File: config.mk
export PLATFORM = sky130hd
export DESIGN_NAME = wdt_keyed
export DESIGN_NICKNAME = d
export VERILOG_FILES = /design/src/rtl/wdt_pkg.sv /design/src/rtl/wdt_apb_regs.sv /design/src/rtl/wdt_down_counter.sv /design/src/rtl/wdt_status_flags.sv /design/src/rtl/wdt_pulse_gen.sv /design/src/rtl/wdt_keyed.sv
export SDC_FILE = /design/constraint.sdc
export NUM_CORES = 1
export LEC_CHECK = 0
export ABC_AREA = 1
export ABC_CLOCK_PERIOD_IN_PS = 2090
export BUFFER_PORTS_ARGS = -buffer_cell sky130_fd_sc_hd__buf_2
export CAP_MARGIN = 20
export CORE_UTILIZATION = 35
export CTS_CLUSTER_DIAMETER = 200
export DETAILED_ROUTE_END_ITERATION = 12
export HOLD_SLACK_MARGIN = 0.1
export PLACE_DENSITY_LB_ADDON = 0.15
export SLEW_MARGIN = 20
export SYNTH_ARGS = -nofsm -noshare
export SYNTH_HDL_FRONTEND = slang
export SYNTH_SLANG_ARGS = --single-unit
File: constraint.sdc
create_clock -name pclk -period 2.09 [get_ports pclk]
set_input_delay 0.418 -clock pclk [delete_from_list [all_inputs] [get_ports pclk]]
set_output_delay 0.418 -clock pclk [all_outputs]
set_load 0.03 [all_outputs]
File: src/rtl/wdt_pkg.sv
// Shared constants and types of the key-protected watchdog.
// Assumes a 32-bit APB data path and a 16-byte register window.
package wdt_pkg;
    localparam int DATA_W = 32;
    localparam int ADDR_W = 4;
    localparam int KEY_W  = 16;
    localparam int EN_W   = 3;
    localparam int STS_W  = 5;
    localparam int FLG_W  = STS_W - 1;

    localparam logic [KEY_W-1:0] UNLOCK_KEY = 16'h482E;

    // enable bit positions
    localparam int EN_RUN = 0;
    localparam int EN_RST = 1;
    localparam int EN_IRQ = 2;

    // status bit positions
    localparam int ST_EXP  = 0;
    localparam int ST_RST  = 1;
    localparam int ST_IRQ  = 2;
    localparam int ST_DROP = 3;
    localparam int ST_RUN  = 4;

    typedef enum logic [1:0] {
        REG_COUNT  = 2'd0,
        REG_ENABLE = 2'd1,
        REG_KEY    = 2'd2,
        REG_STATUS = 2'd3
    } reg_sel_e;

    typedef struct packed {
        logic count;
        logic enable;
        logic status;
        logic refused;
    } wr_strobe_t;
endpackage

File: src/rtl/wdt_apb_regs.sv
// APB decode, unlock key and enable register of the watchdog.
// Assumes a zero-wait-state slave; a write takes effect on the access edge.
// Only word-aligned addresses select a register.
module wdt_apb_regs
    import wdt_pkg::*;
#(
    parameter int CNT_W = 32
) (
    input  logic                    pclk,
    input  logic                    presetn,
    input  logic                    psel,
    input  logic                    penable,
    input  logic                    pwrite,
    input  logic [ADDR_W-1:0]       paddr,
    input  logic [KEY_W-1:0]        wr_data,
    input  logic [CNT_W-1:0]        count_q,
    input  logic [STS_W-1:0]        sts_q,
    output logic [DATA_W-1:0]       prdata,
    output logic [EN_W-1:0]         en_q,
    output logic [KEY_W-1:0]        key_q,
    output wr_strobe_t              wr
);
    logic     aligned;
    logic     wr_hit;
    logic     unlocked;
    logic     guarded;
    reg_sel_e sel;

    // decode the access phase of a write into a register selection
    always_comb begin
        aligned  = (paddr[1:0] == 2'b00);
        sel      = reg_sel_e'(paddr[3:2]);
        wr_hit   = psel && penable && pwrite && aligned;
        unlocked = (key_q == UNLOCK_KEY);
        guarded  = wr_hit && (sel != REG_KEY);
    end

    // gate protected write strobes with the unlock state
    always_comb begin
        wr.count   = guarded && unlocked && (sel == REG_COUNT);
        wr.enable  = guarded && unlocked && (sel == REG_ENABLE);
        wr.status  = guarded && unlocked && (sel == REG_STATUS);
        wr.refused = guarded && !unlocked;
    end

    // key register: writable in every state
    always_ff @(posedge pclk) begin
        if (!presetn)
            key_q <= '0;
        else if (wr_hit && (sel == REG_KEY))
            key_q <= wr_data;
    end

    // enable register: writable only when unlocked
    always_ff @(posedge pclk) begin
        if (!presetn)
            en_q <= '0;
        else if (wr.enable)
            en_q <= wr_data[EN_W-1:0];
    end

    // read multiplexer, valid whenever paddr is stable
    always_comb begin
        prdata = '0;
        if (aligned) begin
            case (sel)
                REG_COUNT:  prdata = DATA_W'(count_q);
                REG_ENABLE: prdata = DATA_W'(en_q);
                REG_KEY:    prdata = DATA_W'(key_q);
                REG_STATUS: prdata = DATA_W'(sts_q);
                default:    prdata = '0;
            endcase
        end
    end
endmodule

File: src/rtl/wdt_down_counter.sv
// Loadable down counter of the watchdog with expiry detection.
// Assumes the load request already carries the unlock qualification.
// A load in the same cycle as a decrement wins and cancels any expiry.
module wdt_down_counter #(
    parameter int CNT_W = 32
) (
    input  logic             pclk,
    input  logic             presetn,
    input  logic             run_en,
    input  logic             load,
    input  logic [CNT_W-1:0] load_val,
    output logic [CNT_W-1:0] count_q,
    output logic             running,
    output logic             expire
);
    localparam logic [CNT_W-1:0] ONE = CNT_W'(1);

    // running and expiry qualifiers from the current count
    always_comb begin
        running = run_en && (count_q != '0);
        expire  = running && (count_q == ONE) && !load;
    end

    // count register: load first, then decrement while running
    always_ff @(posedge pclk) begin
        if (!presetn)
            count_q <= '0;
        else if (load)
            count_q <= load_val;
        else if (running)
            count_q <= count_q - ONE;
    end
endmodule

File: src/rtl/wdt_status_flags.sv
// Sticky status flags with write-one-to-clear.
// Assumes the clear request already carries the unlock qualification.
// A set and a clear of the same bit in one cycle leave the bit set.
module wdt_status_flags
    import wdt_pkg::*;
(
    input  logic             pclk,
    input  logic             presetn,
    input  logic [FLG_W-1:0] set_vec,
    input  logic             clr_we,
    input  logic [FLG_W-1:0] clr_mask,
    input  logic             running,
    output logic [STS_W-1:0] sts_q
);
    logic [FLG_W-1:0] flags_q;
    logic [FLG_W-1:0] clr_eff;

    // effective clear mask for this cycle
    always_comb begin
        clr_eff = clr_we ? clr_mask : '0;
    end

    // sticky flags: clear, then set, so set has priority
    always_ff @(posedge pclk) begin
        if (!presetn)
            flags_q <= '0;
        else
            flags_q <= (flags_q & ~clr_eff) | set_vec;
    end

    // live running indication on top of the sticky flags
    always_comb begin
        sts_q = {running, flags_q};
    end
endmodule

File: src/rtl/wdt_pulse_gen.sv
// Fixed-length pulse generator for the reset request.
// Assumes LEN >= 1; a trigger while active restarts the full length.
module wdt_pulse_gen #(
    parameter int LEN = 4
) (
    input  logic pclk,
    input  logic presetn,
    input  logic trig,
    output logic pulse
);
    localparam int CW = $clog2(LEN + 1);
    localparam logic [CW-1:0] LEN_V = CW'(LEN);

    logic [CW-1:0] left_q;

    // remaining pulse cycles
    always_ff @(posedge pclk) begin
        if (!presetn)
            left_q <= '0;
        else if (trig)
            left_q <= LEN_V;
        else if (left_q != '0)
            left_q <= left_q - CW'(1);
    end

    // pulse is high while cycles remain
    always_comb begin
        pulse = (left_q != '0);
    end
endmodule

File: src/rtl/wdt_keyed.sv
// Top of the key-protected watchdog timer.
// Joins the APB register file, the down counter, the status flags and
// the reset pulse generator. Counts on pclk with no prescaling.
module wdt_keyed
    import wdt_pkg::*;
#(
    parameter int CNT_W   = 32,
    parameter int RST_LEN = 4
) (
    input  logic              pclk,
    input  logic              presetn,
    input  logic              psel,
    input  logic              penable,
    input  logic              pwrite,
    input  logic [ADDR_W-1:0] paddr,
    input  logic [DATA_W-1:0] pwdata,
    output logic [DATA_W-1:0] prdata,
    output logic              wdt_irq,
    output logic              wdt_rst_req
);
    logic [EN_W-1:0]  en_q;
    logic [KEY_W-1:0] key_q;
    logic [CNT_W-1:0] count_q;
    logic [STS_W-1:0] sts_q;
    logic [FLG_W-1:0] set_vec;
    logic             running;
    logic             expire;
    logic             rst_trig;
    wr_strobe_t       wr;

    wdt_apb_regs #(.CNT_W(CNT_W)) u_regs (
        .pclk    (pclk),
        .presetn (presetn),
        .psel    (psel),
        .penable (penable),
        .pwrite  (pwrite),
        .paddr   (paddr),
        .wr_data (pwdata[KEY_W-1:0]),
        .count_q (count_q),
        .sts_q   (sts_q),
        .prdata  (prdata),
        .en_q    (en_q),
        .key_q   (key_q),
        .wr      (wr)
    );

    wdt_down_counter #(.CNT_W(CNT_W)) u_cnt (
        .pclk     (pclk),
        .presetn  (presetn),
        .run_en   (en_q[EN_RUN]),
        .load     (wr.count),
        .load_val (pwdata[CNT_W-1:0]),
        .count_q  (count_q),
        .running  (running),
        .expire   (expire)
    );

    // flag set sources for this cycle
    always_comb begin
        set_vec          = '0;
        set_vec[ST_EXP]  = expire;
        set_vec[ST_RST]  = expire && en_q[EN_RST];
        set_vec[ST_IRQ]  = expire && en_q[EN_IRQ];
        set_vec[ST_DROP] = wr.refused;
        rst_trig         = expire && en_q[EN_RST];
    end

    wdt_status_flags u_sts (
        .pclk     (pclk),
        .presetn  (presetn),
        .set_vec  (set_vec),
        .clr_we   (wr.status),
        .clr_mask (pwdata[FLG_W-1:0]),
        .running  (running),
        .sts_q    (sts_q)
    );

    wdt_pulse_gen #(.LEN(RST_LEN)) u_rst (
        .pclk    (pclk),
        .presetn (presetn),
        .trig    (rst_trig),
        .pulse   (wdt_rst_req)
    );

    // interrupt level from pending expiry and its enable
    always_comb begin
        wdt_irq = sts_q[ST_EXP] && en_q[EN_IRQ];
    end
endmodule


[Yosys cells after proc, flatten, opt, wreduce, memory -nomap -nowiden]
Index checks and enable logic that the tools add are counted.
Cells by class
  add/sub/neg operators: 2
  equal/unequal tests: 6
  mux-type cells: 7
  bitwise logic cells: 4
  reduce and logical (&&, ||, !) cells: 25
Operators by type and width (number)
  one-hot mux 32 bit (4 select lines): 1
  two-way mux 32 bit: 3
  equality test 32 x 1 -> 1 bit, second input constant: 1
  nonzero test 32 bit: 1
  subtractor 32 x 1 -> 32 bit, second input constant: 1
  equality test 16 x 15 -> 1 bit, second input constant: 1
  logical AND 1 bit: 16
  two-way mux 3 bit: 2
  AND 4 bit: 1
  equality test 2 bit, second input constant: 2
  zero test 2 bit: 2
  two-way mux 4 bit: 1
  inverter 4 bit: 1
  OR 4 bit: 1
  nonzero test 2 bit: 2
  nonzero test 3 bit: 1
  subtractor 3 x 1 -> 3 bit, second input constant: 1
  equality test 2 x 1 -> 1 bit, second input constant: 1
  zero test 1 bit: 2
  inequality test 2 bit, second input constant: 1
  OR reduction 2 bit: 1
  inverter 1 bit: 1
Storage, ports and cells
  register bits after elaboration: 58
  output and inout port bits: 34
  word-level logic and storage cells: 50

[Logic depth before layout (Yosys ltp)]
  depth after elaboration: 10
  mapped depth: 12
  mapped depth without buffers: 11

[Modules after synthesis]
A second synthesis with hierarchy kept.
Second synthesis, totals
  cell total of the unflattened synthesis: 749
  area, all modules: 4260.3 sq um
Modules (own cells, without submodules)
  wdt_down_counter: instances 1, cells each 466, area an instance 2563.7 sq um, sequential area each 640.6 sq um
  wdt_apb_regs: instances 1, cells each 228, area an instance 1338.8 sq um, sequential area each 380.4 sq um
  wdt_pulse_gen: instances 1, cells each 27, area an instance 178.9 sq um, sequential area each 60.1 sq um
  wdt_status_flags: instances 1, cells each 22, area an instance 156.4 sq um, sequential area each 80.1 sq um
  wdt_keyed: instances 1, cells each 6, area an instance 22.5 sq um, sequential area each 0.0 sq um

[Worst setup path before layout]
OpenSTA, ideal clock, no wires.
  kind: input-to-output
  start point: in paddr[2]
  end point: out prdata[3]
  data arrival time: 1987 ps
  required time: 1672 ps
  setup slack: -315 ps
  stages: 6
  buffers on the path: 2
  path through: nor2_1 clkbuf_1 inv_1 clkbuf_1 o22ai_1 nor4_1
Between the ends
  longest elaborated chain between the ends: 3
  elaborated cells on any way between the ends: 6
RTL lines
  start, declared: line wdt_keyed.sv:15  | input logic [ADDR_W-1:0] paddr,
  equality test 2 bit (tied with other cells): line wdt_apb_regs.sv:66  | case (sel)
  one-hot mux 32 bit (4 select lines) (*): line wdt_apb_regs.sv:66
  two-way mux 32 bit (*): line wdt_apb_regs.sv:65  | if (aligned) begin
  end, declared: line wdt_keyed.sv:17  | output logic [DATA_W-1:0] prdata,
Every way passes the cells marked *; elsewhere a longest branch is shown, timed or not.

[Worst setup path in the final report]
  start point: reg u_cnt.count_q[17]
  end point: out prdata[4]
Between the ends
  longest elaborated chain between the ends: 4
RTL lines
  start, declared: line wdt_down_counter.sv:12  | output logic [CNT_W-1:0] count_q,
  start signal, assigned: line wdt_down_counter.sv:29  | count_q <= load_val;
  start signal, assigned: line wdt_down_counter.sv:31  | count_q <= count_q - ONE;
  nonzero test 32 bit: line wdt_down_counter.sv:20  | running = run_en && (count_q != '0);
  logical AND 1 bit: line wdt_down_counter.sv:20
  one-hot mux 32 bit (4 select lines): line wdt_apb_regs.sv:66
  two-way mux 32 bit: line wdt_apb_regs.sv:65
Every way passes these cells.

==> qor_table.md <==
| Item | This run | Unit |
| --- | --- | --- |
| Static leakage | 2.64 | nW |
| Path class of the lowest-slack min-delay path | in2reg | - |
| CTS tree | done | - |
| Max Cap Violations | 0 | - |
| Die area | 12100 | µm² |
| Top delay family on crit path | simple AND/OR/NAND/NOR gates | - |
| Largest fanout on the critical path | 4 | - |
| Remaining global-route overflow | 0 | - |
| Maximum clock frequency | 0.492 | GHz |
| IO Pins | 75 | - |
| # port buffers | 74 | - |
| Cell Area, Synth | 4090 | µm² |
| Count of distinct cell types in the synthesized netlist | 32 | - |
| Sum Neg Setup Slack | 0 | ns |
| Biggest cell delay along the critical path | 0.34 | ns |
| Top cell type by total area after synthesis | dfxtp_1 | - |
| Number of buffers between clock root and the deepest sink | 2 | - |
| Final count of pins violating max slew | 0 | - |
| Global-route wire length before repair | 22.2 | mm |
| Peak supply drop | 0.484 | mV |
| Slack of the worst reg-to-reg path | 0.18 | ns |
| Top-area cell type share of the netlist area | 0.284 | - |
| Worst setup path start | u_cnt.count_q[17] | - |
| Cells traversed along the worst timing path | nor2_4, nand2_2, nor2_4, nand2_2, nor2_4, nor2_2, nand2_1, a21oi_2, buf_6 | - |
| Final routed wirelength across all metal layers | 14.0 | mm |
| Average instance area after synthesis | 5.82 | µm² |
| Worst r2r dst | u_cnt.count_q[28] | - |
| Std-Cell Rows | 39 | - |
| Number of global-route vias before repair | 4490 | - |
| Relative slew slack | 0.627 | - |
| CP Capture Type | output pin | - |
| Most common cell after layout, fill and taps aside | nand2_1 | - |
| Number of remaining DRC errors | 0 | - |
| Gr usage total | 0.244 | - |
| Power Density | 532 | nW/µm² |
| Half-perimeter wire length of the detailed placement result | 10.7 | mm |
| Clock input transition at the sequential cells of the worst setup and hold paths | 0.05 | ns |
| Max H-tree Level | 3 | - |
| Routability congestion estimate | 0.904 | - |
| Critical setup path kind | reg2out | - |
| Synth top area cells | dfxtp_1 28%, nand2_1 18%, nor2_1 11% | - |
| Cell at the root of the clock tree | clkbuf_16 | - |
| Origin of the critical flop-to-flop path | u_regs.key_q[14] | - |
| Logic depth of the worst path, buffers included | 9 | - |
| Via count | 4836 | - |
| Via count normalized by instance count | 4.99 | - |
| Area occupied by multi-input gates | 2680 | µm² |
| Antenna diode count | 0 | - |
| Top FF cell, synth | dfxtp_1 | - |
| Share of async-settable or async-resettable flops after synthesis | 0 | - |
| CP required | 1.67 | ns |
| Commonest cells after routing, fill and taps aside | 193 x nand2_1, 99 x nor2_1, 73 x buf_2 | - |
| Hold slack final | 0.363 | ns |
| Drt wl/cell | 14.5 | µm |
| Maximum number of pins on one net before global-route repair | 27 | - |
| Result of the run | complete, no violations | - |
| Instance count of the mapped netlist | 703 | - |
| Transition time at the pin with the least slew margin | 0.557 | ns |
| Final core utilization | 0.477 | - |
| Critical path launch point type | flop | - |
| Overall Power | 2.89 | mW |
| Worst Reg2Reg Path Length in Cells | 9 | - |
| Clk sinks | 58 | - |
| Final cycle utilization of the critical path | 0.972 | - |
| Final Hold Viols | 0 | - |
| Final ANT Viol Nets | 0 | - |
| Latest clock arrival within the worst-skew pair | 0.35 | ns |
| Die Width | 110 | µm |
| Unrepaired setup endpoints after global routing | true | - |
| Cells after DPL | 941 | - |
| Yosys warns | 0 | - |
| Final count of negative-setup-slack endpoints | 0 | - |
| Area added between synthesis and finish | 33.0 | % |
| Layout cells sized above 1 | 0.270 | - |
| Number of enable-type register cells in the synthesized netlist | 0 | - |
| Number of design-rule violations left by the first detailed-router iteration | 246 | - |
| Crit path capture | prdata[4] | - |
| Post-layout instance count excluding filler cells | 969 | - |
| Number of fillers in the final layout | 1239 | - |
| Total clock buffers created by CTS | 9 | - |
| Total nets after synthesis | 750 | - |
| Core outline area | 11400 | µm² |
| Register bit total from synthesis | 58 | - |
| Critical-path cell with the highest stage delay | dfxtp_2 | - |
| Crit path DAT | 1.61 | ns |
| Most repeated library cell on the critical path | nor2_4 | - |
| Number of buffers inserted by hold repair at cts | 0 | - |
| Buffers and inverters on the worst path | 1 | - |
| Number of antenna violations at the first check in global routing | 0 | - |
| Initial core utilization | 0.358 | - |
| Final period demand of the worst path | 2.03 | ns |
| Sequential share of the synthesized area | 0.284 | - |
| Layout Nets | 868 | - |
| Vertical extent of the die | 110 | µm |
| Worst-case clock skew | 0.00627 | ns |
| First-pass iteration count of the detailed router | 6 | - |
| Area taken by flip-flops and latches | 1180 | µm² |
how the worst min path moves through the flow:
stage | endpoint | from | depth (start not counted) | slack [ns]
after floorplan | u_regs.key_q[11] | u_regs.key_q[11] | 2 | 0.44
after global placement | u_regs.key_q[9] | u_regs.key_q[9] | 2 | 0.45
after detailed placement | u_regs.key_q[5] | u_regs.key_q[5] | 2 | 0.46
after CTS | u_cnt.count_q[28] | pwdata[28] | 3 | 0.37
after global routing | u_regs.key_q[9] | pwdata[9] | 3 | 0.38
final | u_cnt.count_q[27] | pwdata[27] | 5 | 0.36
where the power goes:
part / switching [mW] / internal, mW
clock network: 0.565 / 0.829
registers: 0.0149 / 1.13
logic: 0.225 / 0.127
through the flow:
stage / setup WS [ns] / area, µm²
after floorplan: -0.103 / 4140
after global placement: 0.132 / 4940
after detailed placement: 0.0872 / 4940
after global routing: -0.0175 / 5440
final: 0.0591 / 5440
after CTS: 0.00204 / 5290
sequential cells by signal, indices dropped and copies added (netlist names):
register,count
u_cnt.count_q,32
u_regs.key_q,16
u_sts.flags_q,4
u_regs.en_q,3
u_rst.left_q,3
synth_stat cells (all sizes together), types with 8 or more instances:
library cell  number
inv               72
nor3              22
nand2            203
nor2             127
nand4             23
nand3             34
a21oi             55
buf               14
o21ai             52
dfxtp             58
clkbuf            15
xor2               8
per-layer routing:
layer,vias up,GRT usage,part of all wire
li1,2495,-,-
met1,2225,0.303,0.46
met2,103,0.417,0.48
met3,13,0.0606,0.046
met4,0,0.0714,0.012
met5,-,0,0
worst reg2reg max path, delay by kind of cell, from the launching register on:
| family | cells | cell delay, ns |
|---|---|---|
| and+or+nand+nor | 6 | 0.96 |
| buffers and inverters | 1 | 0.30 |
| AOI/OAI and AO/OA | 2 | 0.24 |
| DFF | 1 | 0.36 |
cell type report:
cell class / count / share of cell area
tap: 143 / 0.0329
clock inverter: 3 / 0.00276
timing repair buffer: 136 / 0.157
multi-input combinational: 543 / 0.493
clock buffer: 13 / 0.0460
sequential: 58 / 0.217
inverter: 73 / 0.0508
kinds of logic (layout without fill, tap and decap cells):
family	Yosys count	in the layout	share of synthesized area
simple gates	417	417	0.433
compound gates	112	112	0.146
buf+inv	102	225	0.102
flops	58	58	0.284
xor+xnor	8	8	0.0171
fa+ha+maj	6	6	0.0184
timing repair:
| action | CTS | global route |
|---|---|---|
| pin swaps | 5 | 13 |
| resized for setup | 26 | 28 |
| buffers inserted | 2 | 10 |
| gates cloned | 0 | 0 |
| endpoints found under the setup margin | 1 | 1 |
(Power assumes the default switching activity.)
